### src/rtl/fsk_sync_pkg.sv
package fsk_sync_pkg;

  typedef enum logic [1:0] {
    ST_IDLE = 2'd0,
    ST_RUN  = 2'd1,
    ST_HOLD = 2'd2
  } deser_state_e;

  // width of a counter that must hold values 0 .. n-1
  function automatic int ctr_width(input int n);
    return (n <= 2) ? 1 : $clog2(n);
  endfunction

  // default sampling offset: the middle of a cell
  function automatic int mid_cell(input int cell_cycles);
    return cell_cycles / 2;
  endfunction

endpackage

### src/rtl/fsk_in_sync.sv
module fsk_in_sync #(
  parameter int WIDTH  = 2,
  parameter int STAGES = 2
) (
  input  logic             clk,
  input  logic             rst_n,
  input  logic [WIDTH-1:0] async_i,
  input  logic [WIDTH-1:0] reset_val_i,
  output logic [WIDTH-1:0] sync_o
);
  logic [WIDTH-1:0] stg [STAGES];

  for (genvar s = 0; s < STAGES; s++) begin : g_stage
    always_ff @(posedge clk or negedge rst_n) begin
      if (!rst_n) stg[s] <= reset_val_i;
      else if (s == 0) stg[s] <= async_i;
      else stg[s] <= stg[(s == 0) ? 0 : s-1];
    end
  end

  assign sync_o = stg[STAGES-1];
endmodule

### src/rtl/fsk_lock_filter.sv
module fsk_lock_filter #(
  parameter int DEBOUNCE = 3
) (
  input  logic clk,
  input  logic rst_n,
  input  logic lock_n_s_i,
  output logic present_o,
  output logic acquire_o,
  output logic release_o
);
  logic [DEBOUNCE-1:0] hist;
  logic                level_n;

  // a flip needs DEBOUNCE stored samples all opposite to the held level
  assign acquire_o = level_n  && (hist == '0);
  assign release_o = !level_n && (&hist);
  assign present_o = !level_n;

  always_ff @(posedge clk or negedge rst_n) begin
    if (!rst_n) begin
      hist    <= '1;
      level_n <= 1'b1;
    end else begin
      hist <= {hist[(DEBOUNCE > 1 ? DEBOUNCE-2 : 0):0], lock_n_s_i};
      if (acquire_o)      level_n <= 1'b0;
      else if (release_o) level_n <= 1'b1;
    end
  end
endmodule

### src/rtl/fsk_cell_timer.sv
module fsk_cell_timer #(
  parameter int CELL_CYCLES = 26040,
  parameter int SAMPLE_AT   = 13020
) (
  input  logic clk,
  input  logic rst_n,
  input  logic clear_i,
  input  logic run_i,
  output logic sample_o
);
  import fsk_sync_pkg::*;
  localparam int CW = ctr_width(CELL_CYCLES);
  localparam logic [CW-1:0] LAST_CNT = CW'(CELL_CYCLES - 1);
  localparam logic [CW-1:0] SAMP_CNT = CW'(SAMPLE_AT);

  logic [CW-1:0] cnt;

  assign sample_o = run_i && (cnt == SAMP_CNT);

  always_ff @(posedge clk or negedge rst_n) begin
    if (!rst_n)                       cnt <= '0;
    else if (clear_i)                 cnt <= '0;
    else if (run_i && cnt == LAST_CNT) cnt <= '0;
    else if (run_i)                   cnt <= cnt + 1'b1;
  end
endmodule

### src/rtl/fsk_shift_word.sv
module fsk_shift_word #(
  parameter int NUM_CELLS = 32
) (
  input  logic                 clk,
  input  logic                 rst_n,
  input  logic                 clear_i,
  input  logic                 shift_i,
  input  logic                 bit_i,
  output logic [NUM_CELLS-1:0] next_word_o,
  output logic                 last_o
);
  import fsk_sync_pkg::*;
  localparam int BW = ctr_width(NUM_CELLS);
  localparam logic [BW-1:0] LAST_BIT = BW'(NUM_CELLS - 1);

  logic [NUM_CELLS-1:0] acc;
  logic [BW-1:0]        taken;

  // earliest cell ends up in the MSB after NUM_CELLS shifts
  assign next_word_o = {acc[NUM_CELLS-2:0], bit_i};
  assign last_o      = shift_i && (taken == LAST_BIT);

  always_ff @(posedge clk or negedge rst_n) begin
    if (!rst_n) begin
      acc   <= '0;
      taken <= '0;
    end else if (clear_i) begin
      acc   <= '0;
      taken <= '0;
    end else if (shift_i) begin
      acc   <= next_word_o;
      taken <= taken + 1'b1;
    end
  end
endmodule

### src/rtl/fsk_burst_deser.sv
module fsk_burst_deser #(
  parameter int NUM_CELLS   = 32,
  parameter int CELL_CYCLES = 26040,
  parameter int SAMPLE_AT   = fsk_sync_pkg::mid_cell(CELL_CYCLES),
  parameter int DEBOUNCE    = 3
) (
  input  logic                 clk,
  input  logic                 rst_n,
  input  logic                 data_n_i,
  input  logic                 lock_n_i,
  output logic [NUM_CELLS-1:0] word_o,
  output logic                 word_valid_o,
  output logic                 abort_o
);
  import fsk_sync_pkg::*;

  deser_state_e state;
  logic [1:0] synced;
  logic data_n_s, lock_n_s;
  logic lock_present, lock_acquire, lock_release;
  logic in_run, burst_start, lock_lost, sample_tick, last_bit;
  logic [NUM_CELLS-1:0] next_word;

  fsk_in_sync #(.WIDTH(2), .STAGES(2)) u_sync (
    .clk(clk), .rst_n(rst_n),
    .async_i({data_n_i, lock_n_i}),
    .reset_val_i(2'b11),
    .sync_o(synced)
  );
  assign data_n_s = synced[1];
  assign lock_n_s = synced[0];

  fsk_lock_filter #(.DEBOUNCE(DEBOUNCE)) u_filt (
    .clk(clk), .rst_n(rst_n), .lock_n_s_i(lock_n_s),
    .present_o(lock_present), .acquire_o(lock_acquire), .release_o(lock_release)
  );

  assign in_run      = (state == ST_RUN);
  assign burst_start = (state == ST_IDLE) && lock_acquire;
  assign lock_lost   = in_run && lock_release;

  fsk_cell_timer #(.CELL_CYCLES(CELL_CYCLES), .SAMPLE_AT(SAMPLE_AT)) u_timer (
    .clk(clk), .rst_n(rst_n), .clear_i(burst_start),
    .run_i(in_run && !lock_lost), .sample_o(sample_tick)
  );

  fsk_shift_word #(.NUM_CELLS(NUM_CELLS)) u_shift (
    .clk(clk), .rst_n(rst_n), .clear_i(burst_start),
    .shift_i(sample_tick), .bit_i(!data_n_s),
    .next_word_o(next_word), .last_o(last_bit)
  );

  always_ff @(posedge clk or negedge rst_n) begin
    if (!rst_n) begin
      state        <= ST_IDLE;
      word_o       <= '0;
      word_valid_o <= 1'b0;
      abort_o      <= 1'b0;
    end else begin
      word_valid_o <= 1'b0;
      abort_o      <= 1'b0;
      unique case (state)
        ST_IDLE: if (burst_start) state <= ST_RUN;
        ST_RUN: begin
          if (lock_lost) begin
            abort_o <= 1'b1;
            state   <= ST_IDLE;
          end else if (last_bit) begin
            word_o       <= next_word;
            word_valid_o <= 1'b1;
            state        <= ST_HOLD;
          end
        end
        ST_HOLD: if (!lock_present) state <= ST_IDLE;
        default: state <= ST_IDLE;
      endcase
    end
  end
endmodule

### config.mk
export PLATFORM = sky130hd
export DESIGN_NAME = fsk_burst_deser
export DESIGN_NICKNAME = d
export VERILOG_FILES = /design/src/rtl/fsk_sync_pkg.sv /design/src/rtl/fsk_in_sync.sv /design/src/rtl/fsk_lock_filter.sv /design/src/rtl/fsk_cell_timer.sv /design/src/rtl/fsk_shift_word.sv /design/src/rtl/fsk_burst_deser.sv
export SDC_FILE = /design/constraint.sdc
export NUM_CORES = 1
export LEC_CHECK = 0
export ABC_AREA = 0
export BUFFER_PORTS_ARGS = -buffer_cell sky130_fd_sc_hd__buf_2
export CAP_MARGIN = 20
export CORE_ASPECT_RATIO = 0.6
export CORE_MARGIN = 8
export CORE_UTILIZATION = 55
export CTS_BUF_LIST = sky130_fd_sc_hd__clkbuf_4
export DETAILED_ROUTE_END_ITERATION = 16
export PLACE_DENSITY = 0.84
export SETUP_SLACK_MARGIN = 0.4
export SLEW_MARGIN = 15
export SYNTH_ARGS = -nofsm -noshare
export SYNTH_HDL_FRONTEND = slang
export SYNTH_SLANG_ARGS = --single-unit
### constraint.sdc
create_clock -name clk -period 2.3 [get_ports clk]
set_input_delay 0.23 -clock clk [delete_from_list [all_inputs] [get_ports clk]]
set_output_delay 0.23 -clock clk [all_outputs]
set_load 0.02 [all_outputs]
Word-level counts from Yosys, hierarchy flattened
Index checks and enable logic that the tools add are counted.
{"block": "totals", "ff_bits": 95, "out_inout_bits": 34, "elab_cells": 60}
{"block": "op_classes", "mux": 19, "bitwise": 1, "n_addsub": 2, "reduce_logical": 19, "eq_ne": 8}
{"op": "$mux W31", "count": 2}
{"op": "$mux W15", "count": 3}
{"op": "$add A15 B1 Y15 const B", "count": 1}
{"op": "$eq A15 B14 Y1 const B", "count": 1}
{"op": "$eq A15 B15 Y1 const B", "count": 1}
{"op": "$mux W5", "count": 2}
{"op": "$reduce_and A3 Y1", "count": 3}
{"op": "$logic_and A1 B1 Y1", "count": 8}
{"op": "$mux W2", "count": 4}
{"op": "$mux W1", "count": 7}
{"op": "$pmux W2 S3", "count": 1}
{"op": "$add A5 B1 Y5 const B", "count": 1}
{"op": "$eq A5 B5 Y1 const B", "count": 1}
{"op": "$reduce_bool A2 Y1", "count": 2}
{"op": "$logic_not A1 Y1", "count": 3}
{"op": "$logic_not A3 Y1", "count": 1}
{"op": "$ne A3 B1 Y1 const B", "count": 1}
{"op": "$reduce_bool A3 Y1", "count": 1}
{"op": "$eq A2 B1 Y1 const B", "count": 1}
{"op": "$eq A2 B2 Y1 const B", "count": 1}
{"op": "$logic_not A2 Y1", "count": 1}
{"op": "$ne A2 B1 Y1 const B", "count": 1}
{"op": "$ne A2 B2 Y1 const B", "count": 1}
{"op": "$not A1 Y1", "count": 1}

Longest topological paths before layout
Gate-level depths: netlist (run 1).
{"block": "depth", "depth_word": 10, "mapped_depth": 9}

Worst setup path before layout (run 1)
Ideal clock, no wire load.
{"block": "synth_timing", "kind": "reg2reg", "startpoint": "register u_timer.cnt[0]", "endpoint": "register word_o[1]", "required_ns": 2.175, "synth_period_minus_slack_ns": 2.142, "n_path_buf": 1, "arrival_time_ns": 2.017, "slack_ns": 0.158, "path_stages_with_launch": 8, "path_cell_list": "dfrtp_1 > inv_1 > ha_1 > nor4bb_1 > nand2_1 > nor4_4 > buf_6 > mux2_2"}
{"block": "synth_via", "elab_chain_cells": 4}
{"item": "start: declaration", "line_no": "fsk_cell_timer.sv:16", "text": "logic [CW-1:0] cnt;"}
{"item": "start signal: assignment", "line_no": "fsk_cell_timer.sv:24", "text": "else if (run_i) cnt <= cnt + 1'b1;"}
{"item": "$eq A15 B14 Y1", "line_no": "fsk_cell_timer.sv:18", "text": "assign sample_o = run_i && (cnt == SAMP_CNT);"}
{"item": "$logic_and A1 B1 Y1", "line_no": "fsk_cell_timer.sv:18"}
{"item": "$logic_and A1 B1 Y1", "line_no": "fsk_shift_word.sv:21", "text": "assign last_o = shift_i && (taken == LAST_BIT);"}
{"item": "$reduce_and A3 Y1 (no source line)"}
{"item": "end signal: assignment", "line_no": "fsk_burst_deser.sv:69", "text": "word_o <= next_word;"}
{"item": "end: declaration", "line_no": "fsk_burst_deser.sv:11", "text": "output logic [NUM_CELLS-1:0] word_o,"}
Every way passes these cells.
A chain may end at the register's enable or synchronous reset.

Worst setup path in the final report (run 1)
{"block": "layout_timing", "startpoint": "register u_shift.taken[1]", "endpoint": "register word_o[27]"}
{"block": "layout_via", "elab_chain_cells": 3}
{"item": "start: declaration", "line_no": "fsk_shift_word.sv:17", "text": "logic [BW-1:0] taken;"}
{"item": "start signal: assignment", "line_no": "fsk_shift_word.sv:32", "text": "taken <= taken + 1'b1;"}
{"item": "$eq A5 B5 Y1", "line_no": "fsk_shift_word.sv:21"}
{"item": "$logic_and A1 B1 Y1", "line_no": "fsk_shift_word.sv:21"}
{"item": "$reduce_and A3 Y1 (no source line)"}
Every way passes these cells.

==> impl_results.md, run 1 <==
* Status: completed
* CTS tree: built
* Vias in the first global route at 3061
* Synth warn at 0
* GP Congestion at 0.939
* Distinct cells, synth at 42
* Syn_nets at 371
* Minimum clock period at 2.12 ns
* Tot GR Track Use at 0.198
* Sink Count at 95
* R2R depth at 9
* Worst r2r dst: word_o[27]$_DFFE_PN0P_
* Seq/Total Area, Yosys at 0.597
* Setup_tns at 0 ns
* FF-to-FF setup slack at 0.18 ns
* WP data required at 2.65 ns
* Worst Path Max Fanout at 5
* Post-synthesis async set-or-reset flop share at 1.00
* Syn Std Cell Area at ~4000 µm²
* Startpoint Class: register
* Final setup viols at 0
* Max Cap Viol at 0
* Static leakage power at 2.59 nW
* # nets final at 460
* Worst Skew at 0.0282 ns
* Avg Synthesized Cell Area at 11.0 µm²
* CP startpoint: u_shift.taken[1]$_DFFE_PN0P_
* CTS Buffer Depth at 2
* WL/cell at 19.9 µm
* Die area at 10300 µm²
* Vias per Instance at 6.00
* Core Rows at 24
* P&R area growth vs syn at 33.2%
* Setup repair after global routing missed its margin: yes
* Commonest cells in the netlist: dfrtp_1, nand2_1, mux2_2
* Ant diodes at 0
* Pre-CTS setup slack at 0.179 ns
* Gr ovfl total at 0
* Final number of max-transition violations at 0
* Area contributors post-synth: dfrtp_1, mux2_2, nand2_1
* Clk_lat worst skew at 0.48 ns
* Rel. slew slack at 0.551
* Detailed-route via count at between 3000 and 4000
* Worst r2r src: u_shift.taken[1]$_DFFE_PN0P_
* CTS root buffer: clkbuf_4
* Worst setup margin at 0.179 ns
* PwrDens at 625 nW/µm²
* CTS clk-pin slew, worst paths at 0.16 ns
* Share of cells above drive strength 1 at 0.461
* Die Ht at just over 80 µm
* Core ar. at about 7000 µm²
* 1st-iter DRT viols at ~310
* Die Wd at approximately 130 µm
* Type of the worst min-delay path: input port to async pin
* Setup Crit Path Kind: register to register
* First-pass detailed-route iteration total at 5
* First-pass GRT wire length at 15.9 mm
* Post-route DRC at 0
* Pwr Total at 3.33 mW
* Num CTS Buffers at 9
* CP arrival at 2.48 ns
* H-tree depth at 3
* Area leader, netlist: dfrtp_1
* Synth top area share at 0.545
* Max frequency at 471 MHz
* Crit. End Element: register
* Number of flops mapped to enable cells by yosys at 0
* IO buf count at 37
* Routed Antenna Nets at 0
* Worst-Margin Slew at 0.674 ns
* I/O Pins at 38
* Main synth FF type: dfrtp_1
* DP HPWL at 5.63 mm
* Flops & latches, synth at 95
* Synth Instances at 363
* Maximum vdd ir drop at 435 µV
* Largest net degree at the start of global routing at 55
* Initial core utilization at 0.559
* Initial antenna violation count at 0
* Count leader, synth: dfrtp_1
* CP endpoint: word_o[27]$_DFFE_PN0P_
* Final period utilization at 0.922
* DRT Wirelength at approximately 11 mm
* Hold Fails Final Rpt at 0
-- flip-flops by register name, indices dropped and copies added, names as in the netlist --
register and count:
u_filt.level_n 1, u_shift.acc 31, u_sync.stg 2, abort_o 1
u_shift.taken 5, u_filt.hist 3, u_timer.cnt 15, state 2
u_sync.sync_o 2, word_valid_o 1, word_o 32
-- per-stage QoR --
stage / hold WS [ns] / cells / utilization / instance area [µm²]
floorplan: -0.0656 / 363 / - / 4000
global placement: 0.305 / 491 / 0.610 / 4360
detailed placement: 0.315 / 491 / 0.610 / 4360
CTS: 0.329 / 535 / 0.687 / 4910
global route: 0.366 / 547 / 0.745 / 5330
finish: 0.311 / 547 / 0.745 / 5330
-- worst min path at each step --
stage | start | end | slack [ns] | cells past startpoint
after floorplan | rst_n | abort_o$_DFF_PN0_ | -0.07 | 0
after global placement | rst_n | abort_o$_DFF_PN0_ | 0.30 | 1
after detailed placement | rst_n | abort_o$_DFF_PN0_ | 0.32 | 1
after CTS | rst_n | u_shift.acc[16]$_DFFE_PN0P_ | 0.33 | 2
after global routing | rst_n | word_o[23]$_DFFE_PN0P_ | 0.37 | 2
final | rst_n | u_shift.acc[0]$_DFFE_PN0P_ | 0.31 | 2
-- layout make-up --
type	instances	area (µm²)
clock buffer	9	67.6
clock inverter	6	109
fill	448	1820
inverter	9	33.8
multi-input combinational	242	1800
sequential	95	2390
tap	91	114
timing repair buffer	95	807
-- where the power goes --
group          internal [mW]  switching [mW]
combinational          0.202           0.254
clock                  0.545           0.566
sequential              1.72          0.0374
total                   2.47           0.857
-- worst max-delay path, stage by stage, from the launching register on --
cell and delay (ns):
dfrtp_1 0.38, ha_2 0.18, and3_4 0.20, ha_4 0.15, inv_2 0.04, nor4_4 0.29
buf_4 0.20, buf_6 0.13, buf_12 0.12, mux2_4 0.30
-- cell families (layout without fill, tap and decap cells) --
kind of cell,Yosys count,in the layout,share of synthesized area
simple gates,150,150,0.179
flops,95,95,0.597
compound gates,48,48,0.0701
mux,33,33,0.0926
buf+inv,26,119,0.0329
xor+xnor,7,7,0.0153
fa+ha+maj,4,4,0.0125
-- layout by cell type, fill, tap and decap left out, drive strengths merged, types with 2 or more instances in the layout --
| cell | instances |
|---|---|
| a21oi | 23 |
| a31oi | 8 |
| buf | 92 |
| bufinv | 3 |
| clkbuf | 9 |
| clkinv | 2 |
| dfrtp | 87 |
| dfstp | 8 |
| dlygate4sd3 | 3 |
| ha | 4 |
| inv | 10 |
| mux2 | 32 |
| nand2 | 82 |
| nand2b | 3 |
| nand3 | 23 |
| nand4 | 4 |
| nand4b | 2 |
| nor2 | 16 |
| nor3 | 3 |
| nor4 | 4 |
| o21ai | 11 |
| or3 | 5 |
| xor2 | 6 |
-- routing by layer --
layer | up-vias | routed length (µm) | GRT usage
met5 | - | 0 | 0
met1 | 1649 | 4820 | 0.266
met4 | 0 | 291 | 0.0739
met3 | 32 | 868 | 0.0687
met2 | 165 | 4890 | 0.296
li1 | 1435 | - | -
-- what timing repair did --
item / 4_1_cts / 5_1_grt
hold buffers: 3 / 0
endpoints found under the setup margin: 72 / 85
buffers inserted: 22 / 10
gates resized for setup: 20 / 86
pin swaps: 4 / 27
hold endpoints to repair: 50 / 0
cloned: 4 / 2
Note: power is estimated with default switching activity, not from simulation.
==> inputs of run 2 (changes only) <==
Settings changed: BUFFER_PORTS_ARGS -buffer_cell sky130_fd_sc_hd__buf_2 to -buffer_cell sky130_fd_sc_hd__buf_4.
==> run 2 against run 1 <==
Against the previous run: sequential share of layout area fell by 2.6 points; non-clock buffer count rose by 9; worst setup slack improved by 0.0090 ns; utilization rose by 4.5 points; final area rose by 6.0%.
==> impl_results.md, run 2 (same netlist as run 1, synthesis figures left out) <==
* Static leakage power at 2.80 nW (was 2.59 nW)
* CTS tree: built (unchanged)
* Initial antenna violation count at 0 (unchanged)
* CTS Buffer Depth at 2 (unchanged)
* Setup repair after global routing missed its margin: yes (unchanged)
* 1st-iter DRT viols at 431 (was 314)
* Max reg flops at 32 (unchanged)
* Top flop regs: word_o: 32 flops, u_shift.acc: 31 flops, u_timer.cnt: 15 flops (unchanged)
* Core Rows at 24 (unchanged)
* H-tree depth at 3 (unchanged)
* WL/cell at 22.7 µm (was 19.9 µm)
* P&R area growth vs syn at 41.3% (was 33.2%)
* Final std cells w/o fill at 557 (was 547)
* Worst Skew at 0.0277 ns (was 0.0282 ns)
* Minimum clock period at 2.11 ns (was 2.12 ns)
* Crit. End Element: register (unchanged)
* Worst Path Max Fanout at 8 (was 5)
* Max frequency at 473 MHz (was 471 MHz)
* CTS clk-pin slew, worst paths at 0.16 ns (about the same)
* First-pass detailed-route iteration total at 6 (was 5)
* Rel. slew slack at 0.614 (was 0.551)
* Final period utilization at 0.918 (was 0.922)
* Worst-Margin Slew at 0.575 ns (was 0.674 ns)
* Core ar. at 7150 µm² (unchanged)
* Maximum vdd ir drop at 351 µV (was 435 µV)
* Tot GR Track Use at 0.198 (about the same)
* Startpoint Class: register (unchanged)
* Worst r2r dst: word_o[21]$_DFFE_PN0P_ (was word_o[27]$_DFFE_PN0P_)
* Initial core utilization at 0.559 (unchanged)
* Share of cells above drive strength 1 at 0.494 (was 0.461)
* Sequential cell area at 2390 µm² (about the same)
* PwrDens at 561 nW/µm² (was 625 nW/µm²)
* Vias per Instance at 6.25 (was 6.00)
* Die area at 10300 µm² (unchanged)
* Die Ht at 82.0 µm (unchanged)
* Max Cap Viol at 0 (unchanged)
* Routed Antenna Nets at 0 (unchanged)
* Num CTS Buffers at 9 (unchanged)
* Sink Count at 95 (unchanged)
* Leading cell type in the layout, fill and taps excluded: dfrtp_1 (unchanged)
* Setup Crit Path Kind: register to register (unchanged)
* Ant diodes at 0 (unchanged)
* # nets final at 469 (was 460)
* Placed cell count at 489 (was 491)
* IO buf count at 37 (unchanged)
* Most frequent cells in the layout: dfrtp_1, buf_4, nand2_1 (was dfrtp_1, nand2_1, buf_2)
* FF-to-FF setup slack at 0.19 ns (was 0.18 ns)
* Clk_lat worst skew at 0.47 ns (was 0.48 ns)
* CTS root buffer: clkbuf_4 (unchanged)
* Detailed-route via count at 3482 (was 3281)
* Gr ovfl total at 0 (unchanged)
* I/O Pins at 38 (unchanged)
* Multi-input logic area at 1920 µm² (was 1800 µm²)
* Largest net degree at the start of global routing at 66 (was 55)
* Final setup viols at 0 (unchanged)
* Setup_tns at 0 ns (unchanged)
* DP HPWL at 5.64 mm (was 5.63 mm)
* Worst r2r src: u_shift.taken[1]$_DFFE_PN0P_ (unchanged)
* Filler cells at 391 (was 448)
* CP arrival at 2.46 ns (was 2.48 ns)
* DRT Wirelength at 12.6 mm (was 10.9 mm)
* Top reg by flops: word_o (unchanged)
* Die Wd at 126 µm (unchanged)
* Type of the worst min-delay path: input port to async pin (unchanged)
* Final number of max-transition violations at 0 (unchanged)
* Status: completed (unchanged)
* Hold Fails Final Rpt at 0 (unchanged)
* R2R depth at 9 (unchanged)
* WP data required at 2.65 ns (about the same)
* GP Congestion at 0.902 (was 0.939)
* Pwr Total at 3.17 mW (was 3.33 mW)
* Post-route DRC at 0 (unchanged)
* Vias in the first global route at 3159 (was 3061)
* First-pass GRT wire length at 16.1 mm (was 15.9 mm)
[run 2: cell types whose count changed in the layout (fill, tap and decap cells not counted), moves of 5 or more]
| cell | before | now |
|---|---|---|
| clkbuf_16 | 0 | 5 |
| nand2_2 | 22 | 17 |
| mux2_2 | 17 | 5 |
| mux2_4 | 14 | 27 |
| buf_4 | 34 | 74 |
| nand2_4 | 1 | 15 |
| buf_2 | 37 | 0 |
| nand2_1 | 59 | 50 |
[run 2: how the worst max path moves through the flow]
stage	start	to	slack, ns	cells past startpoint
6_report	u_shift.taken[1]$_DFFE_PN0P_	word_o[21]$_DFFE_PN0P_	0.19	9
5_1_grt	u_shift.taken[1]$_DFFE_PN0P_	word_o[24]$_DFFE_PN0P_	0.13	9
4_1_cts	u_timer.cnt[12]$_DFFE_PN0P_	word_o[11]$_DFFE_PN0P_	0.32	6
3_5_place_dp	u_timer.cnt[0]$_DFFE_PN0P_	u_shift.taken[3]$_DFFE_PN0P_	0.16	7
3_3_place_gp	u_timer.cnt[0]$_DFFE_PN0P_	u_shift.taken[3]$_DFFE_PN0P_	0.23	7
2_1_floorplan	u_timer.cnt[12]$_DFFE_PN0P_	word_o[1]$_DFFE_PN0P_	0.26	5
[run 2: final cells by class]
cell class                      count  share of cell area
Clock buffer                       11              0.0146
Clock inverter                      5             0.00886
Inverter                            9             0.00598
Multi-Input combinational cell    242               0.341
Sequential cell                    95               0.423
Tap cell                           91              0.0202
Timing Repair Buffer              104               0.187
[run 2: power by group]
group          internal (mW)  switching (mW)
clock network          0.349           0.557
registers               1.72          0.0464
logic                  0.216           0.276
total                   2.29           0.880
[run 2: routing by layer]
layer	track usage	up-vias	part of all wire
met5	0	-	0
met4	0.0644	0	0.045
met3	0.0583	66	0.11
met2	0.307	265	0.45
met1	0.267	1701	0.40
li1	-	1450	-
[run 2: worst max-delay path, stage by stage, from the launching register on]
cell,delay [ns]
dfrtp_1,0.43
ha_2,0.20
and3_4,0.18
ha_4,0.12
inv_2,0.04
nor4_4,0.31
buf_4,0.17
buf_6,0.10
buf_12,0.13
mux2_4,0.30
[run 2: timing repair]
action / in CTS / in global routing
hold buffers: 3 / 0
buffers inserted: 22 / 16
endpoints found under the hold margin: 32 / 0
endpoints found under the setup margin: 72 / 86
pin swaps: 9 / 38
gates cloned: 4 / 7
gates resized for setup: 26 / 124
[run 2: stage by stage]
| stage | hold WS, ns | area (µm²) | worst slack (ns) | util |
|---|---|---|---|---|
| final | 0.221 | 5650 | 0.188 | 0.790 |
| after global routing | 0.261 | 5650 | 0.129 | 0.790 |
| after CTS | 0.221 | 4940 | 0.318 | 0.691 |
| after detailed placement | 0.192 | 4420 | 0.159 | 0.619 |
| after global placement | 0.181 | 4420 | 0.227 | 0.619 |
| after floorplan | -0.0656 | 4000 | 0.263 | - |
==> inputs of run 3 (changes only) <==
Settings changed: SETUP_SLACK_MARGIN 0.4 to not set.
==> run 3 against run 2 <==
Against the previous run: first-iteration DRC count down 44%; clock skew shrank 0.012 ns; flip-flop and latch count is the same; final area down 18%; die area is the same; sequential share of layout area up 9.1 points; largest cell class unchanged; largest power group unchanged; non-clock buffer count down 46; global-route usage down 3.8 points; wire length shrank 38%; sequential power hardly changed; power shrank 6.2%.
==> impl_results.md, run 3 (same netlist as run 1, synthesis figures left out) <==
* CTS clk-pin slew, worst paths at 0.14 ns (was 0.16 ns)
* Worst r2r dst: word_o[30]$_DFFE_PN0P_ (was word_o[21]$_DFFE_PN0P_)
* Maximum vdd ir drop at 400 µV (was 351 µV)
* Minimum clock period at 2.16 ns (was 2.11 ns)
* Largest net degree at the start of global routing at 79 (was 66)
* Final setup viols at 0 (unchanged)
* Num CTS Buffers at 9 (unchanged)
* P&R area growth vs syn at 16.2% (was 41.3%)
* Setup repair after global routing missed its margin: no (was yes)
* CTS root buffer: clkbuf_4 (unchanged)
* I/O Pins at 38 (unchanged)
* DP HPWL at 5.40 mm (was 5.64 mm)
* Worst Path Max Fanout at 9 (was 8)
* WP data required at 2.64 ns (was 2.65 ns)
* Post-route DRC at 0 (unchanged)
* Max frequency at 462 MHz (was 473 MHz)
* IO buf count at 37 (unchanged)
* FF-to-FF setup slack at 0.14 ns (was 0.19 ns)
* Setup_tns at 0 ns (unchanged)
* Filler cells at 579 (was 391)
* Core ar. at 7150 µm² (unchanged)
* CTS Buffer Depth at 2 (unchanged)
* Sink Count at 95 (unchanged)
* Multi-input logic area at 1490 µm² (was 1920 µm²)
* CP arrival at 2.51 ns (was 2.46 ns)
* Die Ht at 82.0 µm (unchanged)
* Final period utilization at 0.941 (was 0.918)
* Clk_lat worst skew at 0.46 ns (was 0.47 ns)
* Setup Crit Path Kind: register to register (unchanged)
* Type of the worst min-delay path: input port to async pin (unchanged)
* Top reg by flops: word_o (unchanged)
* H-tree depth at 3 (unchanged)
* Max Cap Viol at 0 (unchanged)
* Detailed-route via count at 2860 (was 3482)
* Max reg flops at 32 (unchanged)
* Top flop regs: word_o: 32 flops, u_shift.acc: 31 flops, u_timer.cnt: 15 flops (unchanged)
* Ant diodes at 0 (unchanged)
* Sequential cell area at 2390 µm² (about the same)
* Rel. slew slack at 0.677 (was 0.614)
* CTS tree: built (unchanged)
* GP Congestion at 0.939 (was 0.902)
* Core Rows at 24 (unchanged)
* # nets final at 423 (was 469)
* PwrDens at 640 nW/µm² (was 561 nW/µm²)
* Routed Antenna Nets at 0 (unchanged)
* Static leakage power at 2.29 nW (was 2.80 nW)
* Crit. End Element: register (unchanged)
* Pwr Total at 2.97 mW (was 3.17 mW)
* Leading cell type in the layout, fill and taps excluded: dfrtp_1 (unchanged)
* Die Wd at 126 µm (unchanged)
* Min Hold Slack at 0.166 ns (was 0.221 ns)
* Final number of max-transition violations at 0 (unchanged)
* Worst Skew at 0.0156 ns (was 0.0277 ns)
* Initial antenna violation count at 0 (unchanged)
* WL/cell at 15.4 µm (was 22.7 µm)
* Vias per Instance at 5.60 (was 6.25)
* 1st-iter DRT viols at 243 (was 431)
* Tot GR Track Use at 0.160 (was 0.198)
* Gr ovfl total at 0 (unchanged)
* First-pass GRT wire length at 13.2 mm (was 16.1 mm)
* R2R depth at 5 (was 9)
* Most frequent cells in the layout: dfrtp_1, nand2_1, buf_4 (was dfrtp_1, buf_4, nand2_1)
* Status: completed (unchanged)
* Startpoint Class: register (unchanged)
* Initial core utilization at 0.559 (unchanged)
* Die area at 10300 µm² (unchanged)
* First-pass detailed-route iteration total at 5 (was 6)
* Worst r2r src: u_timer.cnt[3]$_DFFE_PN0P_ (was u_shift.taken[1]$_DFFE_PN0P_)
* Share of cells above drive strength 1 at 0.283 (was 0.494)
* Hold Fails Final Rpt at 0 (unchanged)
* Vias in the first global route at 2691 (was 3159)
* DRT Wirelength at 7.88 mm (was 12.6 mm)
* Worst-Margin Slew at 0.481 ns (was 0.575 ns)
run 3: cell count changes in the layout (fill, tap and decap cells not counted), moves of 5 or more:
cell / delta
mux2_2: +26
nand2_1: +31
nand2_4: -15
nand2_2: -16
clkbuf_16: -5
mux2_4: -27
a21oi_2: -18
buf_4: -23
buf_6: -10
a21oi_1: +18
run 3: through the flow:
stage                      util  cell area (µm²)  setup slack, ns  std cells
after global routing      0.650             4640           0.0465        511
after global placement    0.620             4430            0.150        488
after CTS                 0.643             4600           0.0136        507
after floorplan               -             4000            0.158        363
final                     0.650             4640            0.135        511
after detailed placement  0.620             4430           0.0389        488
run 3: worst max-delay path by stage:
stage,startpoint,end,slack (ns),cells past startpoint
after CTS,u_timer.cnt[1]$_DFFE_PN0P_,word_o[28]$_DFFE_PN0P_,0.01,7
after global routing,u_timer.cnt[0]$_DFFE_PN0P_,word_o[10]$_DFFE_PN0P_,0.05,7
final,u_timer.cnt[3]$_DFFE_PN0P_,word_o[30]$_DFFE_PN0P_,0.14,5
after floorplan,u_timer.cnt[0]$_DFFE_PN0P_,word_o[1]$_DFFE_PN0P_,0.16,7
after global placement,u_timer.cnt[0]$_DFFE_PN0P_,word_o[25]$_DFFE_PN0P_,0.15,7
after detailed placement,u_timer.cnt[0]$_DFFE_PN0P_,word_o[28]$_DFFE_PN0P_,0.04,7
run 3: report_power, final:
part	total [mW]	switching [mW]	internal, mW
combinational	0.285	0.175	0.111
clock	0.905	0.546	0.359
sequential	1.78	0.0595	1.72
run 3: layout make-up:
cell class	instances	share of cell area
inverters	9	0.00727
flip-flops and latches	95	0.514
clock inverters	5	0.0124
well taps	91	0.0245
repair buffers	58	0.102
clock buffers	11	0.0178
multi-input cells	242	0.322
run 3: layer usage:
metal	up-vias	wire, µm	GRT usage
li1	1354	-	-
met1	1402	3860	0.218
met2	98	3370	0.234
met3	6	600	0.0680
met4	0	57	0.0346
met5	-	0	0
run 3: worst max-delay path, stage by stage, from the launching register on:
cell and delay, ns:
dfrtp_1 0.48, nand2_1 0.14, or3_4 0.45, nor4_4 0.39
buf_4 0.26, mux2_2 0.35
run 3: timing repair:
action                                  CTS  global route
resized for setup                         0             6
hold buffers                              3             0
hold endpoints to repair                 91             0
endpoints found under the setup margin    0            34
setup buffers                             0             3
